[config.mk]
export PLATFORM = sky130hd
export DESIGN_NAME = rstctl_reg
export DESIGN_NICKNAME = d
export VERILOG_FILES = /design/src/rtl/rstctl_pkg.sv /design/src/rtl/rstctl_flag.sv /design/src/rtl/rstctl_sync.sv /design/src/rtl/rstctl_reg.sv
export SDC_FILE = /design/constraint.sdc
export NUM_CORES = 1
export LEC_CHECK = 0
export BUFFER_PORTS_ARGS = -buffer_cell sky130_fd_sc_hd__buf_4
export CORE_ASPECT_RATIO = 1.1
export CORE_UTILIZATION = 42
export CTS_BUF_LIST = sky130_fd_sc_hd__clkbuf_16
export CTS_CLUSTER_SIZE = 25
export DETAILED_ROUTE_END_ITERATION = 16
export PLACE_DENSITY = 0.83
export SLEW_MARGIN = 10
export SYNTH_ARGS = -nofsm -noshare
export SYNTH_HDL_FRONTEND = slang
export SYNTH_SLANG_ARGS = --single-unit
[constraint.sdc]
create_clock -name clk_i -period 1.3 [get_ports clk_i]
set_input_delay 0.065 -clock clk_i [delete_from_list [all_inputs] [get_ports clk_i]]
set_output_delay 0.065 -clock clk_i [all_outputs]
set_load 0.02 [all_outputs]
[src/rtl/rstctl_pkg.sv]
package rstctl_pkg;

    localparam int REG_W    = 8;
    localparam int NUM_SRC  = 3;
    localparam int CTRL_W   = 4;
    localparam int PAD_BIT  = 0;
    localparam int CTRL_LSB = PAD_BIT + 1;
    localparam int FLAG_LSB = CTRL_LSB + CTRL_W;

    // index of each control bit inside the ctrl field
    localparam int C_RSTDIS = 0;
    localparam int C_CLKSEL = 1;
    localparam int C_CLAMP  = 2;
    localparam int C_BUSOUT = 3;

    localparam logic [CTRL_W-1:0] CTRL_RST = 4'b0100;

    typedef struct packed {
        logic [CTRL_W-1:0] ctrl;
        logic              pad_drv;
        logic              irq;
    } regs_t;

    typedef struct packed {
        logic src_prev;
        logic flag;
    } flag_state_t;

endpackage

[src/rtl/rstctl_flag.sv]
module rstctl_flag
    import rstctl_pkg::*;
(
    input  logic clk_i,
    input  logic rst_ni,
    input  logic src_i,
    input  logic clr_i,
    output logic flag_o,
    output logic set_o
);

    flag_state_t s_d, s_q;

    always_comb begin
        s_d          = s_q;
        s_d.src_prev = src_i;
        // set on rising edge; a clear only lands while the source is low
        s_d.flag     = (src_i & ~s_q.src_prev) | (s_q.flag & ~(clr_i & ~src_i));
    end

    always_ff @(posedge clk_i or negedge rst_ni) begin
        if (!rst_ni) s_q <= '0;
        else         s_q <= s_d;
    end

    assign flag_o = s_q.flag;
    assign set_o  = s_d.flag & ~s_q.flag;

endmodule

[src/rtl/rstctl_sync.sv]
module rstctl_sync #(
    parameter int   STAGES  = 2,
    parameter logic RST_VAL = 1'b0
) (
    input  logic clk_i,
    input  logic rst_ni,
    input  logic d_i,
    output logic q_o
);

    logic [STAGES-1:0] sh_d, sh_q;

    generate
        if (STAGES == 1) begin : g_single
            always_comb sh_d = d_i;
        end else begin : g_chain
            always_comb sh_d = {sh_q[STAGES-2:0], d_i};
        end
    endgenerate

    always_ff @(posedge clk_i or negedge rst_ni) begin
        if (!rst_ni) sh_q <= {STAGES{RST_VAL}};
        else         sh_q <= sh_d;
    end

    assign q_o = sh_q[STAGES-1];

endmodule

[src/rtl/rstctl_reg.sv]
module rstctl_reg
    import rstctl_pkg::*;
#(
    parameter int SYNC_STAGES = 2
) (
    input  logic               clk_i,
    input  logic               rst_ni,
    input  logic               sel_i,
    input  logic               wr_i,
    input  logic [REG_W-1:0]   wdata_i,
    output logic [REG_W-1:0]   rdata_o,
    input  logic [NUM_SRC-1:0] src_i,
    input  logic               pad_rst_ni,
    output logic               pad_drive_o,
    input  logic               core_rst_req_i,
    output logic               sys_rst_o,
    output logic               bus_out_en_o,
    output logic               osc_clamp_o,
    output logic               clk_pll_sel_o,
    output logic               irq_o
);

    logic               wr_en;
    logic [NUM_SRC-1:0] clr_vec;
    logic [NUM_SRC-1:0] flags_q;
    logic [NUM_SRC-1:0] flag_set;
    logic               pin_sync;
    regs_t              r_d, r_q;

    assign wr_en   = sel_i & wr_i;
    assign clr_vec = wr_en ? wdata_i[FLAG_LSB +: NUM_SRC] : '0;

    generate
        for (genvar g = 0; g < NUM_SRC; g++) begin : g_src
            rstctl_flag u_flag (
                .clk_i  (clk_i),
                .rst_ni (rst_ni),
                .src_i  (src_i[g]),
                .clr_i  (clr_vec[g]),
                .flag_o (flags_q[g]),
                .set_o  (flag_set[g])
            );
        end
    endgenerate

    always_comb begin
        r_d = r_q;
        if (wr_en) begin
            r_d.ctrl    = wdata_i[CTRL_LSB +: CTRL_W];
            r_d.pad_drv = wdata_i[PAD_BIT];
        end
        r_d.irq = |flag_set;
    end

    always_ff @(posedge clk_i or negedge rst_ni) begin
        if (!rst_ni) r_q <= '{ctrl: CTRL_RST, pad_drv: 1'b0, irq: 1'b0};
        else         r_q <= r_d;
    end

    rstctl_sync #(
        .STAGES  (SYNC_STAGES),
        .RST_VAL (1'b0)
    ) u_pin_sync (
        .clk_i  (clk_i),
        .rst_ni (rst_ni),
        .d_i    (pad_rst_ni),
        .q_o    (pin_sync)
    );

    assign sys_rst_o     = ~pin_sync | (core_rst_req_i & ~r_q.ctrl[C_RSTDIS]);
    assign rdata_o       = sel_i ? {flags_q, r_q.ctrl, 1'b0} : '0;
    assign pad_drive_o   = r_q.pad_drv;
    assign bus_out_en_o  = r_q.ctrl[C_BUSOUT];
    assign osc_clamp_o   = r_q.ctrl[C_CLAMP];
    assign clk_pll_sel_o = r_q.ctrl[C_CLKSEL];
    assign irq_o         = r_q.irq;

endmodule

# After elaboration in Yosys (flattened, before gate mapping)
# Index checks and enable logic that the tools add are counted.
[classes] muxes=2 bitwise=32 reduce_logical=1
[op_table] op="1-bit bitwise AND" count=14
[op_table] op="1-bit inverter" count=14
[op_table] op="8-bit 2-to-1 mux" count=1
[op_table] op="1-bit OR" count=4
[op_table] op="3-bit 2-to-1 mux" count=1
[op_table] op="3-bit OR reduction" count=1
[totals] reg_bits=14 in_bits=17 output_inout_bits=14

# Depth between registers and ports, before layout
[logic_depth] ltp_word=8 ltp_mapped=2

# Modules after synthesis
# A second synthesis with hierarchy kept.
[hier_totals] cells_unflattened=48 hier_area_um2=590.6
[modules_own_cells] module="rstctl_reg" n_inst=1 cells_per_inst=28 area_each_um2=311.5
[modules_own_cells] module="rstctl_flag" n_inst=3 cells_per_inst=6 area_each_um2=76.3
[modules_own_cells] module="rstctl_sync" n_inst=1 cells_per_inst=2 area_each_um2=50.0

# Least setup slack after synthesis
# Ideal clock, no wire load.
[synth_path] kind="register to register" start="reg g_src[0].u_flag.s_q, in the netlist g_src[0].u_flag.flag_o" end="reg r_q, in the netlist irq_o" arrival_ns=0.872 setup_slack_ns=0.337 stages_incl_launch_ff=3 synth_period_minus_slack_ns=0.963 cell_sequence="dfrtp_1 -> or3b_2 -> o221ai_1"
[synth_lines] element="start: declaration" line_no="rstctl_flag.sv:12" source="flag_state_t s_d, s_q;"
[synth_lines] element="start signal: assignment" line_no="rstctl_flag.sv:22" source="if (!rst_ni) s_q <= '0;"
[synth_lines] element="start signal: assignment" line_no="rstctl_flag.sv:23" source="else s_q <= s_d;"
[synth_lines] element="end signal: assignment" line_no="rstctl_reg.sv:56" source="if (!rst_ni) r_q <= '{ctrl: CTRL_RST, pad_drv: 1'b0, irq: 1'b0};"
[synth_lines] element="end signal: assignment" line_no="rstctl_reg.sv:57" source="else r_q <= r_d;"
[synth_lines] element="end: declaration" line_no="rstctl_reg.sv:28" source="regs_t r_d, r_q;"

# Final worst setup path
[layout_path] start="reg r_q, in the netlist osc_clamp_o" end="out rdata_o[3]"
[layout_via] elab_chain_cells=1
[layout_rtl] element="8-bit 2-to-1 mux" line_no="rstctl_reg.sv:71" source="assign rdata_o = sel_i ? {flags_q, r_q.ctrl, 1'b0} : '0;"
[layout_rtl] element="end: declaration" line_no="rstctl_reg.sv:11" source="output logic [REG_W-1:0] rdata_o,"
# No other way between the ends.

==> summary.md <==
| Metric | Value |
|---|---|
| Status | finished, final reports clean |
| Max Cap Viol | 0 |
| Filler cells | 81 |
| Worst Hold Class | input port to flop |
| Switch share | roughly a quarter |
| Via density | 4.823 |
| Largest net degree at the start of global routing | 15 |
| CP max FO | 3 |
| Final Core Density | between 70% and 80% |
| Post-synthesis cell type count | 16 |
| Wire per inst | between 10 and 15 µm |
| CP Launch Type | flop |
| Period utilization | between 80% and 90% |
| CP endpoint kind | output pin |
| Syn avg cell area | 13.65 µm² |
| Clk sinks | 14 |
| Drt first-iter violations | 1 |
| Post-CTS Setup Repair Bufs | 0 |
| First-pass GRT wire length | 2111 µm |
| Total power | 1.371 mW |
| Initial Utilization | a little under half |
| Logic pwr share | between 20 and 25% |
| PD cells | approximately 1400 nW/µm² |
| Synth Warn # | 0 |
| Die Y-Extent | about 42 µm |
| Core ar. | between 1000 and 1500 µm² |
| Root Driver | clkbuf_16 |
| Syn Std Cell Area | approximately 600 µm² |
| Drt drc | 0 |
| Layout cells sized above 1 | 60.49% |
| Cts repair resizes | 0 |
| Post-synthesis sequential area ratio | between 50% and 60% |
| CTS tree | built |
| Clk buf depth | 2 |
| Worst r2r src | g_src[0].u_flag.flag_o |
| WHS Path Cells | 2 |
| Worst vdd ir | 0.001126 V |
| Chip Width | 38.06 µm |
| Die area | 1585 µm² |
| # diodes | 0 |
| Final instance area | approximately 960 µm² |
| Worst Path Required | 1240 ps |
| Int Pwr | between 1 and 1.5 mW |
| Vias in the first global route | 472 |
| Finish-stage setup viols | 0 |
| Most instantiated cells after synthesis | 13 x dfrtp_1, 7 x and2_2, 5 x mux2_4 |
| Critical path arrival | between 1000 and 1500 ps |
| Switching pwr | 0.3233 mW |
| # nets final | between 90 and 100 |
| Clock transition at path regs | about 40 ps |
| Cell taking the most area after synthesis | dfrtp_1 |
| GRT Util Overall | between 20% and 30% |
| Fmax | between 900 and 1000 MHz |
| Post-route setup TNS | 0 ps |
| Area added between synthesis and finish | 59.58% |
| Worst Skew | between 0.7 and 0.8 ps |
| Worst-Skew Late Latency | between 200 and 250 ps |
| IO Pins | 31 |
| Kind of critical path | flop to output pin |
| Final GP Congestion | slightly above 0.7 |
| Most numerous cell in the Yosys netlist | dfrtp_1 |
| Hold EP | clk_pll_sel_o |
| CTS hold repair buffers | 5 |
| Synth Register Bits | 14 |
| R2r setup slk | approximately 280 ps |
| Worst flop-to-flop path endpoint | irq_o |
| Static Leak | ~0.49 nW |
| Cells after Synth | 44 |
| Rows | 13 |
| Area contributors post-synth | dfrtp_1 54%, mux2_4 13%, and2_2 8.8% |
| Final hold vios | 0 |
| H-tree depth | 1 |
| Vias | 463 |
| Hold Worst Slack | 52.74 ps |
| Min cycle time layout | between 1000 and 1500 ps |
| I/O Buffers | 29 |
| Area after DPL | roughly 830 µm² |
| Slew Viols, Final | 0 |
| Synth async-reset ratio | 100.0% |
| Clock share of power | a little over two fifths |
| Hold Startpoint | wdata_i[2] |
| CTS buffer count | 3 |
| Initial antenna violation count | 0 |
| Antenna viol nets, final | 0 |
| Synth top area share | ~54% |
| Register share of total power | around 37% |
| Pre-Repair DR Iteration Count | 2 |
| RSZ-0062 raised after global routing | false |
| Post-synth EDFFs | 0 |
| Worst reg2reg path depth | 2 |
| DRT Wirelength | 1300 µm |
| Top_reg_cell synth | dfrtp_1 |
| Gr ovfl total | 0 |
| Synth Net Count | 61 |
==> state kept, by name, indices dropped and copies added (netlist names) <==
signal and count:
bus_out_en_o 1, clk_pll_sel_o 1, g_src.u_flag.flag_o 3, g_src.u_flag.s_q 3
irq_o 1, osc_clamp_o 1, pad_drive_o 1, r_q 1
u_pin_sync.sh_q 2
==> how the worst max path moves through the flow <==
| stage | startpoint | endpoint | slack, ps | cells past startpoint |
|---|---|---|---|---|
| floorplan | g_src[0].u_flag.flag_o | irq_o | 340 | 2 |
| CTS | osc_clamp_o | rdata_o[3] | 200 | 2 |
| finish | osc_clamp_o | rdata_o[3] | 210 | 2 |
| global route | src_i[0] | irq_o | 170 | 4 |
| detailed placement | g_src[0].u_flag.flag_o | irq_o | 290 | 2 |
| global placement | g_src[0].u_flag.flag_o | irq_o | 320 | 2 |
==> power by group through the flow <==
stage               combinational [mW]  clock, mW  sequential [mW]
detailed placement               0.272          0            0.517
CTS                              0.284      0.579            0.511
floorplan                        0.118          0            0.539
finish                           0.284      0.575            0.511
global route                     0.304      0.613            0.517
global placement                 0.268          0            0.514
==> kinds of logic (layout without fill, tap and decap cells) <==
| kind of cell | Yosys count | count (layout) | share of synthesized area [%] |
|---|---|---|---|
| flip-flops | 14 | 14 | 58.54 |
| multiplexers | 5 | 5 | 12.50 |
| buffers and inverters | 5 | 42 | 3.750 |
| AND/OR/NAND/NOR | 14 | 14 | 18.96 |
| AO/OA/AOI/OAI | 5 | 5 | 5.625 |
| other | 1 | 1 | 0.6244 |
==> per-layer routing <==
layer / track usage, % / share of wire (%)
met5: 0 / 0
met4: 10.71 / 2.3
met3: 10.16 / 7.0
met2: 33.56 / 56
met1: 22.02 / 35
==> metrics by stage <==
step	setup WS, ps	std cells
final	206.3	96
after global routing	165.3	96
after CTS	200.5	96
after detailed placement	289.0	87
after global placement	321.8	87
after floorplan	337.4	44
==> area by class of cell <==
class	instances	area (µm²)	share of cell area [%]
Multi-Input combinational cell	25	226.5	23.63
Sequential cell	14	351.6	36.68
Timing Repair Buffer	34	267.8	27.94
Clock inverter	1	3.754	0.3916
Inverter	4	15.01	1.567
Tap cell	15	18.77	1.958
Clock buffer	3	75.07	7.833
==> worst max-delay path, stage by stage, from the launching register on <==
cell     delay (ps)
dfstp_2         530
and2_2          130
buf_4           130
==> cells in the final DEF (no fill, tap or decap), drive strengths merged <==
| cell type | synthesis | routed |
|---|---|---|
| and4b | 2 | 2 |
| o21ai | 1 | 1 |
| or3b | 1 | 1 |
| a21oi | 2 | 2 |
| conb | 1 | 1 |
| nand2 | 1 | 1 |
| inv | 4 | 4 |
| dfstp | 1 | 1 |
| o32a | 1 | 1 |
| dlygate4sd3 | 0 | 5 |
| buf | 1 | 29 |
| clkbuf | 0 | 3 |
| dfrtp | 13 | 13 |
| nor2b | 1 | 1 |
| clkinv | 0 | 1 |
| and2 | 7 | 7 |
| o221ai | 1 | 1 |
| mux2 | 5 | 5 |
| nand2b | 2 | 2 |
Power figures use the tool's default switching activity.
